## config.mk

```make
export PLATFORM = sky130hd
export DESIGN_NAME = sys_cmp_timer
export DESIGN_NICKNAME = d
export VERILOG_FILES = /design/src/rtl/sys_cmp_timer.sv
export SDC_FILE = /design/constraint.sdc
export NUM_CORES = 1
export LEC_CHECK = 0
export ABC_CLOCK_PERIOD_IN_PS = 3500
export BUFFER_PORTS_ARGS = -buffer_cell sky130_fd_sc_hd__buf_2
export CORE_MARGIN = 8
export CORE_UTILIZATION = 35
export DETAILED_ROUTE_END_ITERATION = 16
export GPL_ROUTABILITY_DRIVEN = 0
export PLACE_DENSITY = 0.56
export SLEW_MARGIN = 15
export SYNTH_ARGS = -nofsm -noshare
export SYNTH_HDL_FRONTEND = slang
export SYNTH_SLANG_ARGS = --single-unit
```

## constraint.sdc

```tcl
create_clock -name clk -period 3.5 [get_ports clk]
set_input_delay 0.175 -clock clk [delete_from_list [all_inputs] [get_ports clk]]
set_output_delay 0.175 -clock clk [all_outputs]
set_load 0.02 [all_outputs]
```

## src/rtl/sys_cmp_timer.sv

```systemverilog
module sys_cmp_timer #(
  parameter int CW  = 32,
  parameter int NCH = 4,
  parameter int PW  = 8
) (
  input  logic          clk,
  input  logic          rst_n,
  input  logic          debug_halt,
  input  logic          bus_wr,
  input  logic [3:0]    bus_addr,
  input  logic [CW-1:0] bus_wdata,
  output logic [CW-1:0] bus_rdata,
  output logic [NCH-1:0] irq
);
  localparam logic [3:0] A_CTRL = 4'd0;
  localparam logic [3:0] A_CNT  = 4'd1;
  localparam logic [3:0] A_EN   = 4'd2;
  localparam logic [3:0] A_FLG  = 4'd3;
  localparam logic [3:0] A_CMP  = 4'd4;

  logic          run, frz;
  logic [PW-1:0] presc, phase;
  logic [CW-1:0] cnt;
  logic [NCH-1:0] en, flg, hit;
  logic [NCH-1:0][CW-1:0] cmp;

  wire wr_ctrl = bus_wr && bus_addr == A_CTRL;
  wire wr_cnt  = bus_wr && bus_addr == A_CNT;
  wire wr_en   = bus_wr && bus_addr == A_EN;
  wire wr_flg  = bus_wr && bus_addr == A_FLG;
  wire active  = run && !(frz && debug_halt);
  wire step    = active && phase == presc;

  always_ff @(posedge clk or negedge rst_n) begin
    if (!rst_n) begin
      run   <= 1'b0;
      frz   <= 1'b0;
      presc <= '0;
    end else if (wr_ctrl) begin
      run   <= bus_wdata[0];
      frz   <= bus_wdata[1];
      presc <= bus_wdata[8 +: PW];
    end
  end

  always_ff @(posedge clk or negedge rst_n) begin
    if (!rst_n) begin
      cnt   <= '0;
      phase <= '0;
    end else if (wr_cnt) begin
      cnt   <= bus_wdata;
      phase <= '0;
    end else if (step) begin
      cnt   <= cnt + 1'b1;
      phase <= '0;
    end else if (active) begin
      phase <= phase + 1'b1;
    end
  end

  always_ff @(posedge clk or negedge rst_n) begin
    if (!rst_n) en <= '0;
    else if (wr_en) en <= bus_wdata[NCH-1:0];
  end

  genvar i;
  generate
    for (i = 0; i < NCH; i++) begin : g_ch
      assign hit[i] = en[i] && cnt == cmp[i];

      always_ff @(posedge clk or negedge rst_n) begin
        if (!rst_n) cmp[i] <= '0;
        else if (bus_wr && bus_addr == A_CMP + 4'(i)) cmp[i] <= bus_wdata;
      end

      always_ff @(posedge clk or negedge rst_n) begin
        if (!rst_n) flg[i] <= 1'b0;
        else flg[i] <= (flg[i] && !(wr_flg && bus_wdata[i])) || hit[i];
      end

      assign irq[i] = flg[i] && en[i];

      p_no_set_disabled_r7: assert property (@(posedge clk) disable iff (!rst_n)
        (!en[i] && !flg[i]) |=> !flg[i]);
      p_disable_keeps_flag_r7: assert property (@(posedge clk) disable iff (!rst_n)
        (flg[i] && !(wr_flg && bus_wdata[i])) |=> flg[i]);
      p_match_sets_r6: assert property (@(posedge clk) disable iff (!rst_n)
        (en[i] && cnt == cmp[i]) |=> flg[i]);
    end
  endgenerate

  always_comb begin
    bus_rdata = '0;
    case (bus_addr)
      A_CTRL:  bus_rdata = CW'({presc, 6'b0, frz, run});
      A_CNT:   bus_rdata = cnt;
      A_EN:    bus_rdata = CW'(en);
      A_FLG:   bus_rdata = CW'(flg);
      default: if (bus_addr >= A_CMP && bus_addr < A_CMP + 4'(NCH))
                 bus_rdata = cmp[bus_addr - A_CMP];
    endcase
  end

  p_freeze_holds_r4: assert property (@(posedge clk) disable iff (!rst_n)
    (frz && debug_halt && !wr_cnt && !wr_ctrl) |=> $stable(cnt));
  p_stopped_holds_r5: assert property (@(posedge clk) disable iff (!rst_n)
    (!run && !wr_cnt && !wr_ctrl) |=> $stable(cnt));
  p_load_r5: assert property (@(posedge clk) disable iff (!rst_n)
    wr_cnt |=> cnt == $past(bus_wdata));
  p_single_step_r2: assert property (@(posedge clk) disable iff (!rst_n)
    !wr_cnt |=> (cnt == $past(cnt) || cnt == $past(cnt) + 1'b1));
endmodule

```

== After elaboration in Yosys (flattened, before gate mapping) ==
Cells that the tools add are included.

* Flip-flop bits (word level): 186
* Input port bits: 40
* Word-level logic and storage cells: 81
* Output and inout bits: 36

* Mux-type cells: 9
* Equality and inequality tests: 12
* Reductions and logical operators: 40
* Order comparisons: 3
* Add/subtract/negate cells: 3

{| class="wikitable"
|+ Operators by type and width
! operator !! count
|-
| $eq A32 B32 Y1 || 4
|-
| $mux W32 || 4
|-
| $pmux W32 S4 || 1
|-
| $bmux W32 S2 || 1
|-
| $add A32 B1 Y32 const B || 1
|-
| $logic_and A1 B1 Y1 || 28
|-
| $mux W8 || 3
|-
| $eq A4 B3 Y1 const B || 4
|-
| $add A8 B1 Y8 const B || 1
|-
| $eq A4 B2 Y1 const B || 2
|-
| $eq A8 B8 Y1 || 1
|-
| $logic_not A1 Y1 || 5
|-
| $eq A4 B1 Y1 const B || 1
|-
| $ge A4 B3 Y1 const B || 1
|-
| $logic_not A4 Y1 || 1
|-
| $logic_or A1 B1 Y1 || 4
|-
| $lt A4 B3 Y1 const B || 1
|-
| $lt A4 B4 Y1 const B || 1
|-
| $sub A4 B3 Y4 const B || 1
|-
| $reduce_bool A3 Y1 || 1
|-
| $reduce_bool A2 Y1 || 1
|}

== Longest topological paths before layout ==
Gate-level depths: netlist of the first run.

* Word-level depth: 6
* Mapped depth: 8

== Least setup slack after synthesis of the first run ==
Ideal clock, no wire load.

* Path type: input to output
* Start point: in bus_addr[0]
* End point: out bus_rdata[8]
* Setup slack: 1.538 ns
* Arrival time: 1.787 ns
* Stages: 5
* Buffers on the path: 2
* Cells stage by stage: clkbuf_1 buf_2 mux4_2 a222oi_1 inv_1

* Longest elaborated chain between the ends: 5
* Elaborated cells between the ends (all ways): 12
* Those cells by class: add/sub (1); order compare (2); eq/ne (3); mux (4); reduce/logical (2)

{| class="wikitable"
|+ RTL lines
! item !! RTL line !! RTL
|-
| from (decl) || 10 || <nowiki>input logic [3:0] bus_addr,</nowiki>
|-
| $sub A4 B3 Y4 || 100 || <nowiki>bus_rdata = cmp[bus_addr - A_CMP];</nowiki>
|-
| $bmux W32 S2 || 100 ||
|-
| $mux W32 (not written as such) || 100 ||
|-
| $mux W32 || 99 || <nowiki>default: if (bus_addr >= A_CMP && bus_addr < A_CMP + 4'(NCH))</nowiki>
|-
| $pmux W32 S4 (*) || 94 || <nowiki>case (bus_addr)</nowiki>
|-
| to (decl) || 12 || <nowiki>output logic [CW-1:0] bus_rdata,</nowiki>
|}

Every way passes the cells marked *; elsewhere a longest branch is shown, timed or not. The select of a mux whose other input is x is not followed.

== Worst setup path in the final report of the first run ==
* Start point: reg cnt[11]
* End point: reg cnt[26]

* Longest elaborated chain between the ends: 3

{| class="wikitable"
|+ RTL lines
! item !! RTL line !! RTL
|-
| from (decl) || 23 || <nowiki>logic [CW-1:0] cnt;</nowiki>
|-
| from (signal assigned) || 51 || <nowiki>cnt <= bus_wdata;</nowiki>
|-
| from (signal assigned) || 54 || <nowiki>cnt <= cnt + 1'b1;</nowiki>
|-
| $add A32 B1 Y32 || 54 ||
|-
| $mux W32 || 53 || <nowiki>end else if (step) begin</nowiki>
|-
| $mux W32 || 50 || <nowiki>end else if (wr_cnt) begin</nowiki>
|}

Every way passes these cells. The select of a mux whose other input is x is not followed.
A chain may end at the register's enable or synchronous reset.

==> impl_results.md, run 1 <==
- RSZ-0062 raised after global routing: false
- Root Buffer: clkbuf_16
- Maxcap violations: 0
- Largest net degree at the start of global routing: 73
- ANT nets after route: 0
- Prevailing post-synth register cell: dfrtp_1
- IO buf count: between 70 and 80
- Post-synth EDFFs: 0
- Simple-gate share of the synthesized area: a little over an eighth
- CP startpoint kind: flip-flop
- Final Hold Viols: 0
- Hold Path Class: in -> reg
- Worst setup margin: between 900 and 1000 ps
- Width of the die: 193 um
- P&R area growth vs syn: 12.2%
- First-pass GRT wire length: about 53 mm
- Adder-cell share of the synthesized area: less than 1%
- TritonCTS Buffers: 17
- Syn_area_per_cell: between 10 and 15 um^2
- DP Cell Count: between 1,000 and 1,500
- Vias: about 8,100
- Worst path most repeated cell: nand4_1
- Slowest cell on the critical path: dfrtp_1
- Register area share after synthesis: between 40% and 50%
- Critical path fanouts, max: 11
- Sw Pwr: roughly 0.0026 W
- Drt drc: 0
- Non-filler instance count after layout: about 1,400
- CTS tree: yes
- CP required: 3850 ps
- Row count: 65
- Top Metal Used: met4
- Dpl hpwl: 26.1 mm
- Buf/Inv on CP: 0
- Switching share of total power: between 30% and 40%
- Leak pwr: 5.14 nW
- Routed WL: ~35 mm
- Die height: between 150 and 200 um
- Synthesized area: between 0.01 and 0.015 mm^2
- Post-CTS Setup Inserts: 0
- Final Skew: between 10 and 15 ps
- Critical path capture point type: flip-flop
- Htree depth: 4
- Post-layout util: between 30% and 40%
- Slowest stage delay, CP: 640 ps
- Core ar.: around 0.031 mm^2
- Routed wl met3: roughly 2.2 mm
- Grt total ovfl: 0
- Synthesis-stage register bit count: between 150 and 200
- Family with the most delay on the worst path: simple AND/OR/NAND/NOR gates
- Cells after Synth: about 970
- Critical-path cell list: nand4_1 -> nor4_2 -> nand4_1 -> or4_1 -> a31oi_1
- Outcome: finished clean
- Post-Route M1 WL: 15.8 mm
- Final Cycle Share: between 70% and 80%
- Synth Warn #: 0
- DRT iter0 DRCs: ~720
- Cell variety after synth: between 50 and 60
- Logic gate share of total power: 28.4%
- Antenna violations before repair: 0
- Clock transition at path regs: 70 ps
- Final worst path period need: between 2000 and 3000 ps
- Clock Latency Late Sink: about 430 ps
- Internal power: roughly 0.0047 W
- Pre-CTS WS: between 700 and 800 ps
- Xor-xnor portion of the synthesized cell area: between 10% and 20%
- Synth Area in Compound Gates: approximately 6.4%
- Mux cell area share after synthesis: 22.1%
- Seq pwr share: between 40 and 50%
- Pwr dens: roughly 600 mW/mm^2
- Worst slew margin: 30.3%
- CTS max path bufs: 2
- Placed Area: between 0.01 and 0.015 mm^2
- Starting Density: approximately a third
- # diodes: 0
- CP arrival: between 2000 and 3000 ps
- Slew @ Worst Pin: between 1000 and 1500 ps
- Total GRT Usage: 19.4%
- Clk network pwr share: roughly 27%
- FFs w/ async S/R, synth: 100%
- Maximum vdd drop: ~350 uV
- Slew Viols, Final: 0
- Layout Nets: around 1,100
- WS Path Type: reg -> reg
- Final Setup Violations: 0
- Fmax: slightly below 0.4 GHz
- Syn nets: around 1,000
- CTS sink count: approximately 190
- Met2 WL: around 16 mm
- Fin area: between 0.01 and 0.015 mm^2
- Vias per cell: about 5.7
- Setup_tns: 0 ps
- Layout cells sized above 1: 30.7%
- Vias in the first global route: approximately 8,000
- Largest family of logic cells by synthesized area: multiplexers
- DR pass1 iterations: 8
- Top Ports: 76
- Full die area: between 0.03 and 0.04 mm^2
- WL/cell: between 20 and 25 um
## cells by family (layout without fill, tap and decap cells)
| group | count (synthesis) | in the layout |
|---|---|---|
| AOI/OAI and AO/OA | 98 | 98 |
| muxes | 183 | 183 |
| buffers and inverters | 96 | 148 |
| DFF | 186 | 186 |
| xor gates and xnor gates | 150 | 150 |
| adders and majority gates | 2 | 2 |
| and+or+nand+nor | 254 | 254 |
## timing repair
| item | 4_1_cts | 5_1_grt |
|---|---|---|
| hold buffers | 1 | 0 |
| hold endpoints to repair | 69 | 0 |
| setup endpoints to repair | 0 | 0 |
| gates resized for setup | 0 | 0 |
## routing by layer
metal / up-vias / global-route usage, %
li1: 3612 / -
met1: 4129 / 26.4
met2: 280 / 29.6
met3: 61 / 4.24
met4: 0 / 7.84
met5: - / 0
## layout make-up
class	count	area [um^2]
fillers	3084	18900
multi-input cells	687	5940
flip-flops and latches	186	4650
repair buffers	96	557
well taps	402	503
clock buffers	19	453
clock inverters	12	135
inverters	21	78.8
## Yosys cell counts, types with 8 or more instances
master	number	area (um^2)
mux2_2	137	1540
o21ai_0	27	135
mux4_2	34	766
a222oi_1	8	80.1
dfrtp_1	186	4650
clkbuf_1	35	131
nor3_1	13	65.1
and4_1	9	78.8
nand4_1	37	231
mux2i_1	12	120
xor2_1	65	569
and3_1	13	81.3
a21oi_1	13	65.1
inv_1	21	78.8
nand3_1	25	125
and2_1	12	75.1
nand2_1	62	233
nor2_1	27	101
a31oi_1	9	56.3
nor4_1	24	150
a22o_1	20	175
buf_2	31	155
xnor2_1	84	736
## state kept, by name, indices dropped and copies added, names as in the netlist
register,flops
cmp,128
cnt,32
phase,8
presc,8
en,4
flg,4
frz,1
run,1
## worst min-delay path, cell delays in order
cell and delay, ps:
buf_2 130, nand2_1 50, o21ai_0 60
## stage by stage
stage	total power, W	hold WS [ps]
2_1_floorplan	0.00458	-121
3_3_place_gp	0.00534	247
3_5_place_dp	0.00536	246
4_1_cts	0.00736	1.62
5_1_grt	0.00769	22.4
6_report	0.00733	21.2
## power by group through the flow
| stage | combinational [W] | sequential [W] | clock, W |
|---|---|---|---|
| after floorplan | 0.00162 | 0.00296 | 0 |
| after global placement | 0.00207 | 0.00327 | 0 |
| after detailed placement | 0.00207 | 0.00329 | 0 |
| after CTS | 0.00208 | 0.00325 | 0.00202 |
| after global routing | 0.00225 | 0.00333 | 0.00211 |
| final | 0.00208 | 0.00326 | 0.00199 |
## placed cells by master, fill, tap and decap left out, types with 3 or more instances in the layout
master,n
dfrtp_1,186
clkinv_2,3
and3_1,13
nor2_1,26
o21ai_0,27
buf_4,19
clkbuf_16,17
clkbuf_8,3
xor2_1,65
nor4_2,3
nor4_1,24
mux4_2,34
a221oi_1,3
a31oi_1,9
a22o_1,20
a222oi_1,8
buf_2,74
o31a_1,3
mux2i_1,12
inv_6,5
nand2_1,62
nand3b_1,3
nand3_1,25
and4_1,9
a21oi_1,13
mux2_2,137
inv_1,21
nand4b_1,4
or4_1,5
xnor2_1,84
and2_1,12
nand4_1,37
nor3_1,13
o31ai_1,5
## worst paths after layout
path                                     start             endpoint  slack, ps  depth (start not counted)
setup reg to reg           cnt[11]$_DFFE_PN0P_  cnt[26]$_DFFE_PN0P_        970                          5
hold reg to reg             cmp[2]$_DFFE_PN0P_   cmp[2]$_DFFE_PN0P_        530                          2
min in group asynchronous                rst_n  cmp[10]$_DFFE_PN0P_        290                          2
setup / recovery           cnt[11]$_DFFE_PN0P_  cnt[26]$_DFFE_PN0P_        970                          5
max in group asynchronous                rst_n  cnt[11]$_DFFE_PN0P_       2090                          3
hold / removal                    bus_wdata[0]   cnt[0]$_DFFE_PN0P_         20                          3
No activity file was read; power rests on OpenSTA's default activity.
==> run 2, diff against run 1 <==
ABC_CLOCK_PERIOD_IN_PS = 2300   (was 3500)
PLACE_DENSITY = 0.58   (was 0.56)
clock period = 2.3 ns   (was 3.5 ns; I/O delays follow)
==> run 2 against run 1 <==
Design area grew 5.1%. Total power grew 55%. Critical path type is now reg -> out. Final cell count grew 4.4%. Via count grew 3.7%. Routed wire length grew 3.0%. Clock skew grew 3.5 ps. Count of clock-buffer cells in the layout is the same. Core utilization grew 2.0 points. Setup slack lost 820 ps.
==> impl_results.md, run 2 (same netlist as run 1, synthesis figures left out) <==
- Slowest cell on the critical path: mux4_2 (was dfrtp_1)
- Final Setup Violations: 0 (unchanged)
- Dpl hpwl: 26.9 mm (was 26.1 mm)
- Worst Hold Path EP: cnt[6]$_DFFE_PN0P_ (was cnt[0]$_DFFE_PN0P_)
- # diodes: 0 (unchanged)
- Slew @ Worst Pin: 816 ps (was 1040 ps)
- R2R Path End: cnt[20]$_DFFE_PN0P_ (was cnt[26]$_DFFE_PN0P_)
- Reg2Reg Launch Point: phase[0]$_DFFE_PN0P_ (was cnt[11]$_DFFE_PN0P_)
- Outcome: finished clean (unchanged)
- Final Skew: 14.7 ps (was 11.2 ps)
- CTS sink count: 186 (unchanged)
- Max FFs per register: 128 (unchanged)
- Fmax: 0.464 GHz
- Non-filler instance count after layout: 1,486 (was 1,423)
- CP required: 2180 ps (was 3850 ps)
- Family with the most delay on the worst path: multiplexers (was simple AND/OR/NAND/NOR gates)
- DRT iter0 DRCs: 890 (was 722)
- Row count: 65 (unchanged)
- Starting Density: 35.2% (unchanged)
- Worst setup margin: 147 ps (was 965 ps)
- Worst hold margin: 12.4 ps (was 21.2 ps)
- Pwr dens: 879 mW/mm^2 (was 595 mW/mm^2)
- Width of the die: 193 um (unchanged)
- Routed WL: 36.4 mm (was 35.4 mm)
- Leak pwr: 5.46 nW (was 5.14 nW)
- Grt total ovfl: 0 (unchanged)
- Hold path cells: 3 (unchanged)
- Worst slew margin: 45.1% (was 30.3%)
- Hold Buf Count CTS: 23 (was 1)
- TritonCTS Buffers: 17 (unchanged)
- WL/cell: 24.5 um (was 24.9 um)
- Top Registers: cmp x128, cnt x32 (unchanged)
- Layout Nets: 1,113 (was 1,051)
- Register with the most flip-flops: cmp (unchanged)
- Commonest cells after routing, fill and taps aside: dfrtp_1 (186), mux2_2 (137), xnor2_1 (84) (unchanged)
- CP arrival: 2040 ps (was 2890 ps)
- Final worst path period need: ~2200 ps
- Critical path fanouts, max: 3 (was 11)
- Maximum vdd drop: 570 uV (was 347 uV)
- Critical path capture point type: output pin (was flip-flop)
- WS Path Type: reg -> out (was reg -> reg)
- Final Hold Viols: 0 (unchanged)
- Top Ports: 76 (unchanged)
- Htree depth: 4 (unchanged)
- Slowest stage delay, CP: 480 ps (was 640 ps)
- Largest net degree at the start of global routing: 53 (was 73)
- Clock Latency Late Sink: 440 ps (was 430 ps)
- IO buf count: 75 (unchanged)
- Layout cells sized above 1: 32.6% (was 30.7%)
- Maxcap violations: 0 (unchanged)
- Post-CTS Setup Inserts: 0 (unchanged)
- Clock transition at path regs: 80 ps (was 70 ps)
- Final Cycle Share: ~94%
- Vias: 8,383 (was 8,082)
- R2R depth: 6 (was 5)
- CTS max path bufs: 2 (unchanged)
- PostCTS Resize Cnt: 0 (unchanged)
- Hold Path Class: in -> reg (unchanged)
- Core ar.: 0.0312 mm^2 (unchanged)
- FF-to-FF setup slack: 170 ps (was 970 ps)
- Pre-CTS WS: 214 ps (was 794 ps)
- Vias per cell: 5.64 (was 5.68)
- RSZ-0062 raised after global routing: false (unchanged)
- Hold path startpoint: bus_wdata[6] (was bus_wdata[0])
- Vias in the first global route: 8,597 (was 8,028)
- Total GRT Usage: 20.2% (was 19.4%)
- Critical-path cell list: mux4_2 -> a222oi_1 -> inv_1 -> buf_2 (was nand4_1 -> nor4_2 -> nand4_1 -> or4_1 -> a31oi_1)
- DP Cell Count: 1,431 (was 1,391)
- Drt drc: 0 (unchanged)
- Commonest non-fill, non-tap cell in the layout: dfrtp_1 (unchanged)
- Antenna violations before repair: 0 (unchanged)
- Setup_tns: 0 ps (unchanged)
- Die height: 193 um (unchanged)
- CP startpoint kind: flip-flop (unchanged)
- P&R area growth vs syn: 17.9% (was 12.2%)
- CTS tree: yes (unchanged)
- Buf/Inv on CP: 2 (was 0)
- Slew Viols, Final: 0 (unchanged)
- Full die area: 0.0373 mm^2 (unchanged)
- ANT nets after route: 0 (unchanged)
- First-pass GRT wire length: 55.9 mm (was 53.4 mm)
- Root Buffer: clkbuf_16 (unchanged)
- DR pass1 iterations: 6 (was 8)
## run 2: worst register-to-register path: stages, from the launching register on
cell     delay, ps
dfrtp_1        430
xnor2_1        320
and3_1         310
nand4_1        120
buf_4          210
or4_1          480
a31oi_1        170
## run 2: layout make-up
class                   instances  area (um^2)
fillers                      3052        18300
clock buffers                  19          443
well taps                     402          503
repair buffers                158         1190
inverters                      21         78.8
clock inverters                13          140
flip-flops and latches        186         4650
multi-input cells             687         5940
## run 2: through the flow
stage / total power (W) / cell area [um^2] / util (%)
2_1_floorplan: 0.00697 / 11000 / -
3_3_place_gp: 0.00826 / 12100 / 38.9
3_5_place_dp: 0.00832 / 12100 / 38.9
4_1_cts: 0.0114 / 12900 / 41.5
5_1_grt: 0.0119 / 12900 / 41.5
6_report: 0.0114 / 12900 / 41.5
## run 2: where the power goes
| group | internal, W | switching (W) | total [W] |
|---|---|---|---|
| clock | 0.00164 | 0.00139 | 0.00304 |
| combinational | 0.00171 | 0.00181 | 0.00353 |
| sequential | 0.00398 | 0.000834 | 0.00482 |
| total | 0.00734 | 0.00404 | 0.0114 |
## run 2: how the worst max path moves through the flow
stage	from	to	slack (ps)	cells after the start
after floorplan	phase[0]$_DFFE_PN0P_	cnt[19]$_DFFE_PN0P_	370	5
after CTS	cmp[104]$_DFFE_PN0P_	bus_rdata[8]	110	4
after global placement	cnt[21]$_DFFE_PN0P_	cnt[31]$_DFFE_PN0P_	190	6
after global routing	phase[0]$_DFFE_PN0P_	cnt[15]$_DFFE_PN0P_	10	6
after detailed placement	cnt[12]$_DFFE_PN0P_	flg[2]$_DFF_PN0_	210	6
final	cmp[104]$_DFFE_PN0P_	bus_rdata[8]	150	4
## run 2: metal layers
layer  up-vias  wire (um)  GRT usage, %
li1       3744          -             -
met1      4308      16100          27.3
met2       284      17000          32.1
met3        47       2470          4.23
met4         0        914          6.27
met5         -          0             0
==> run 3, diff against run 2 <==
RECOVER_POWER = 25   (was default)
==> run 3 against run 2 <==
The run now ends with max-capacitance violations, max-slew violations left. Routed wire length about the same. Maximum frequency down 0.88%. Sequential power about the same. Count of clock-buffer cells in the layout unchanged. Total power about the same. Critical endpoint unchanged. Non-clock buffer count unchanged. Combinational power about the same. Highest routed layer unchanged. Register-to-register slack about the same. Global-route usage unchanged.
==> impl_results.md, run 3 (same netlist as run 1, synthesis figures left out) <==
- Outcome: finished, violations left (was finished clean)
- Failing checks: max-capacitance violations, max-slew violations
- CP startpoint kind: flip-flop (unchanged)
- Top Registers: cmp x128, cnt x32 (unchanged)
- Final Hold Viols: 0 (unchanged)
- Core ar.: 0.0312 mm^2 (unchanged)
- Antenna violations before repair: 0 (unchanged)
- Worst slew margin: -3.89% (was 45.1%)
- Clock transition at path regs: 80 ps (about the same)
- Routed WL: 36.4 mm (about the same)
- Worst setup margin: 128 ps (was 147 ps)
- Full die area: 0.0373 mm^2 (unchanged)
- Layout cells sized above 1: 32.6% (unchanged)
- Final Setup Violations: 0 (unchanged)
- Total GRT Usage: 20.2% (unchanged)
- CTS max path bufs: 2 (unchanged)
- R2R depth: 6 (unchanged)
- Die height: 193 um (unchanged)
- Reg2Reg Launch Point: cnt[12]$_DFFE_PN0P_ (was phase[0]$_DFFE_PN0P_)
- Top Metal Used: met4 (unchanged)
- Worst Hold Path EP: cnt[6]$_DFFE_PN0P_ (unchanged)
- Top Ports: 76 (unchanged)
- Maximum vdd drop: 566 uV (was 570 uV)
- Commonest non-fill, non-tap cell in the layout: dfrtp_1 (unchanged)
- Slew Viols, Final: 52 (was 0)
- # diodes: 0 (unchanged)
- ANT nets after route: 0 (unchanged)
- Max FFs per register: 128 (unchanged)
- Fmax: 0.460 GHz (was 0.464 GHz)
- CTS tree: yes (unchanged)
- Final Cycle Share: 94.4% (was 93.6%)
- Width of the die: 193 um (unchanged)
- PostCTS Resize Cnt: 0 (unchanged)
- WL/cell: 24.5 um (about the same)
- Post-layout util: 41.4% (was 41.5%)
- Pre-CTS WS: 214 ps (unchanged)
- IO buf count: 75 (unchanged)
- Filler instances: 3,054 (was 3,052)
- Hold path startpoint: bus_wdata[6] (unchanged)
- Root Buffer: clkbuf_16 (unchanged)
- Final Skew: 13.7 ps (was 14.7 ps)
- Largest net degree at the start of global routing: 53 (unchanged)
- Vias: 8,415 (was 8,383)
- R2R Path End: flg[2]$_DFF_PN0_ (was cnt[20]$_DFFE_PN0P_)
- Commonest cells after routing, fill and taps aside: dfrtp_1 (186), mux2_2 (137), xnor2_1 (84) (unchanged)
- Row count: 65 (unchanged)
- Leak pwr: 5.45 nW (was 5.46 nW)
- Vias in the first global route: 8,597 (unchanged)
- DRT iter0 DRCs: 897 (was 890)
- Slew @ Worst Pin: 1560 ps (was 816 ps)
- Layout Nets: 1,113 (unchanged)
- Drt drc: 0 (unchanged)
- Setup_tns: 0 ps (unchanged)
- Hold Path Class: in -> reg (unchanged)
- P&R area growth vs syn: 17.7% (was 17.9%)
- CP required: 2180 ps (about the same)
- CP arrival: 2060 ps (was 2040 ps)
- DR pass1 iterations: 5 (was 6)
- Worst hold margin: 15.9 ps (was 12.4 ps)
- FF-to-FF setup slack: 160 ps (was 170 ps)
- Final worst path period need: 2170 ps (was 2150 ps)
- CTS sink count: 186 (unchanged)
- WS Path Type: reg -> out (unchanged)
- Register with the most flip-flops: cmp (unchanged)
- RSZ-0062 raised after global routing: false (unchanged)
- Post-Route M1 WL: 16.0 mm (was 16.1 mm)
- Starting Density: 35.2% (unchanged)
- Pwr dens: 879 mW/mm^2 (about the same)
- Dpl hpwl: 26.9 mm (unchanged)
- Maxcap violations: 1 (was 0)
- Grt total ovfl: 0 (unchanged)
- TritonCTS Buffers: 17 (unchanged)
- Critical path capture point type: output pin (unchanged)
- Critical path fanouts, max: 3 (unchanged)
- Hold path cells: 3 (unchanged)
- Htree depth: 4 (unchanged)
- First-pass GRT wire length: 55.9 mm (unchanged)
- Total power: 0.0114 W (about the same)
- Routed wl met3: 2.53 mm (was 2.47 mm)
- Vias per cell: 5.66 (was 5.64)
- Met2 WL: 16.9 mm (was 17.0 mm)
- Clock Latency Late Sink: 440 ps (about the same)
run 3: final cells by class:
cell class / instances / area (um^2) / share of cell area (%)
timing repair buffer: 158 / 1170 / 9.04
clock buffer: 19 / 443 / 3.43
sequential: 186 / 4650 / 36.0
multi-input combinational: 687 / 5940 / 45.9
tap: 402 / 503 / 3.89
inverter: 21 / 78.8 / 0.610
clock inverter: 13 / 140 / 1.08
run 3: repair_timing:
| action | in CTS | in global routing |
|---|---|---|
| hold buffers | 23 | 0 |
| hold endpoints to repair | 113 | 0 |
| endpoints found under the setup margin | 0 | 0 |
| buffers inserted | 0 | 0 |
run 3: worst max-delay path: stages (launching register included):
cell and delay, ps:
dfrtp_1 420, mux4_2 480, a222oi_1 480, inv_1 70, buf_2 170
run 3: stage by stage:
step                      area (um^2)  cells
after global placement          12100   1431
after CTS                       12900   1486
after detailed placement        12100   1431
after floorplan                 11000    969
after global routing            12900   1486
final                           12900   1486
run 3: routing by layer:
metal	GRT usage, %	up-vias
met5	0	-
met4	6.27	0
met3	4.23	54
met2	32.1	310
met1	27.3	4305
li1	-	3746
run 3: power by group:
group          internal [W]  switching (W)  total (W)
registers           0.00398       0.000834    0.00481
logic               0.00171        0.00182    0.00352
clock network       0.00164        0.00139    0.00303
total               0.00733        0.00403     0.0114
run 3: worst max-delay path by stage:
stage / start / endpoint / slack, ps
floorplan: phase[0]$_DFFE_PN0P_ / cnt[19]$_DFFE_PN0P_ / 370
global placement: cnt[21]$_DFFE_PN0P_ / cnt[31]$_DFFE_PN0P_ / 190
detailed placement: cnt[12]$_DFFE_PN0P_ / flg[2]$_DFF_PN0_ / 210
CTS: cmp[104]$_DFFE_PN0P_ / bus_rdata[8] / 110
global route: phase[0]$_DFFE_PN0P_ / cnt[15]$_DFFE_PN0P_ / 10
finish: cmp[104]$_DFFE_PN0P_ / bus_rdata[8] / 130
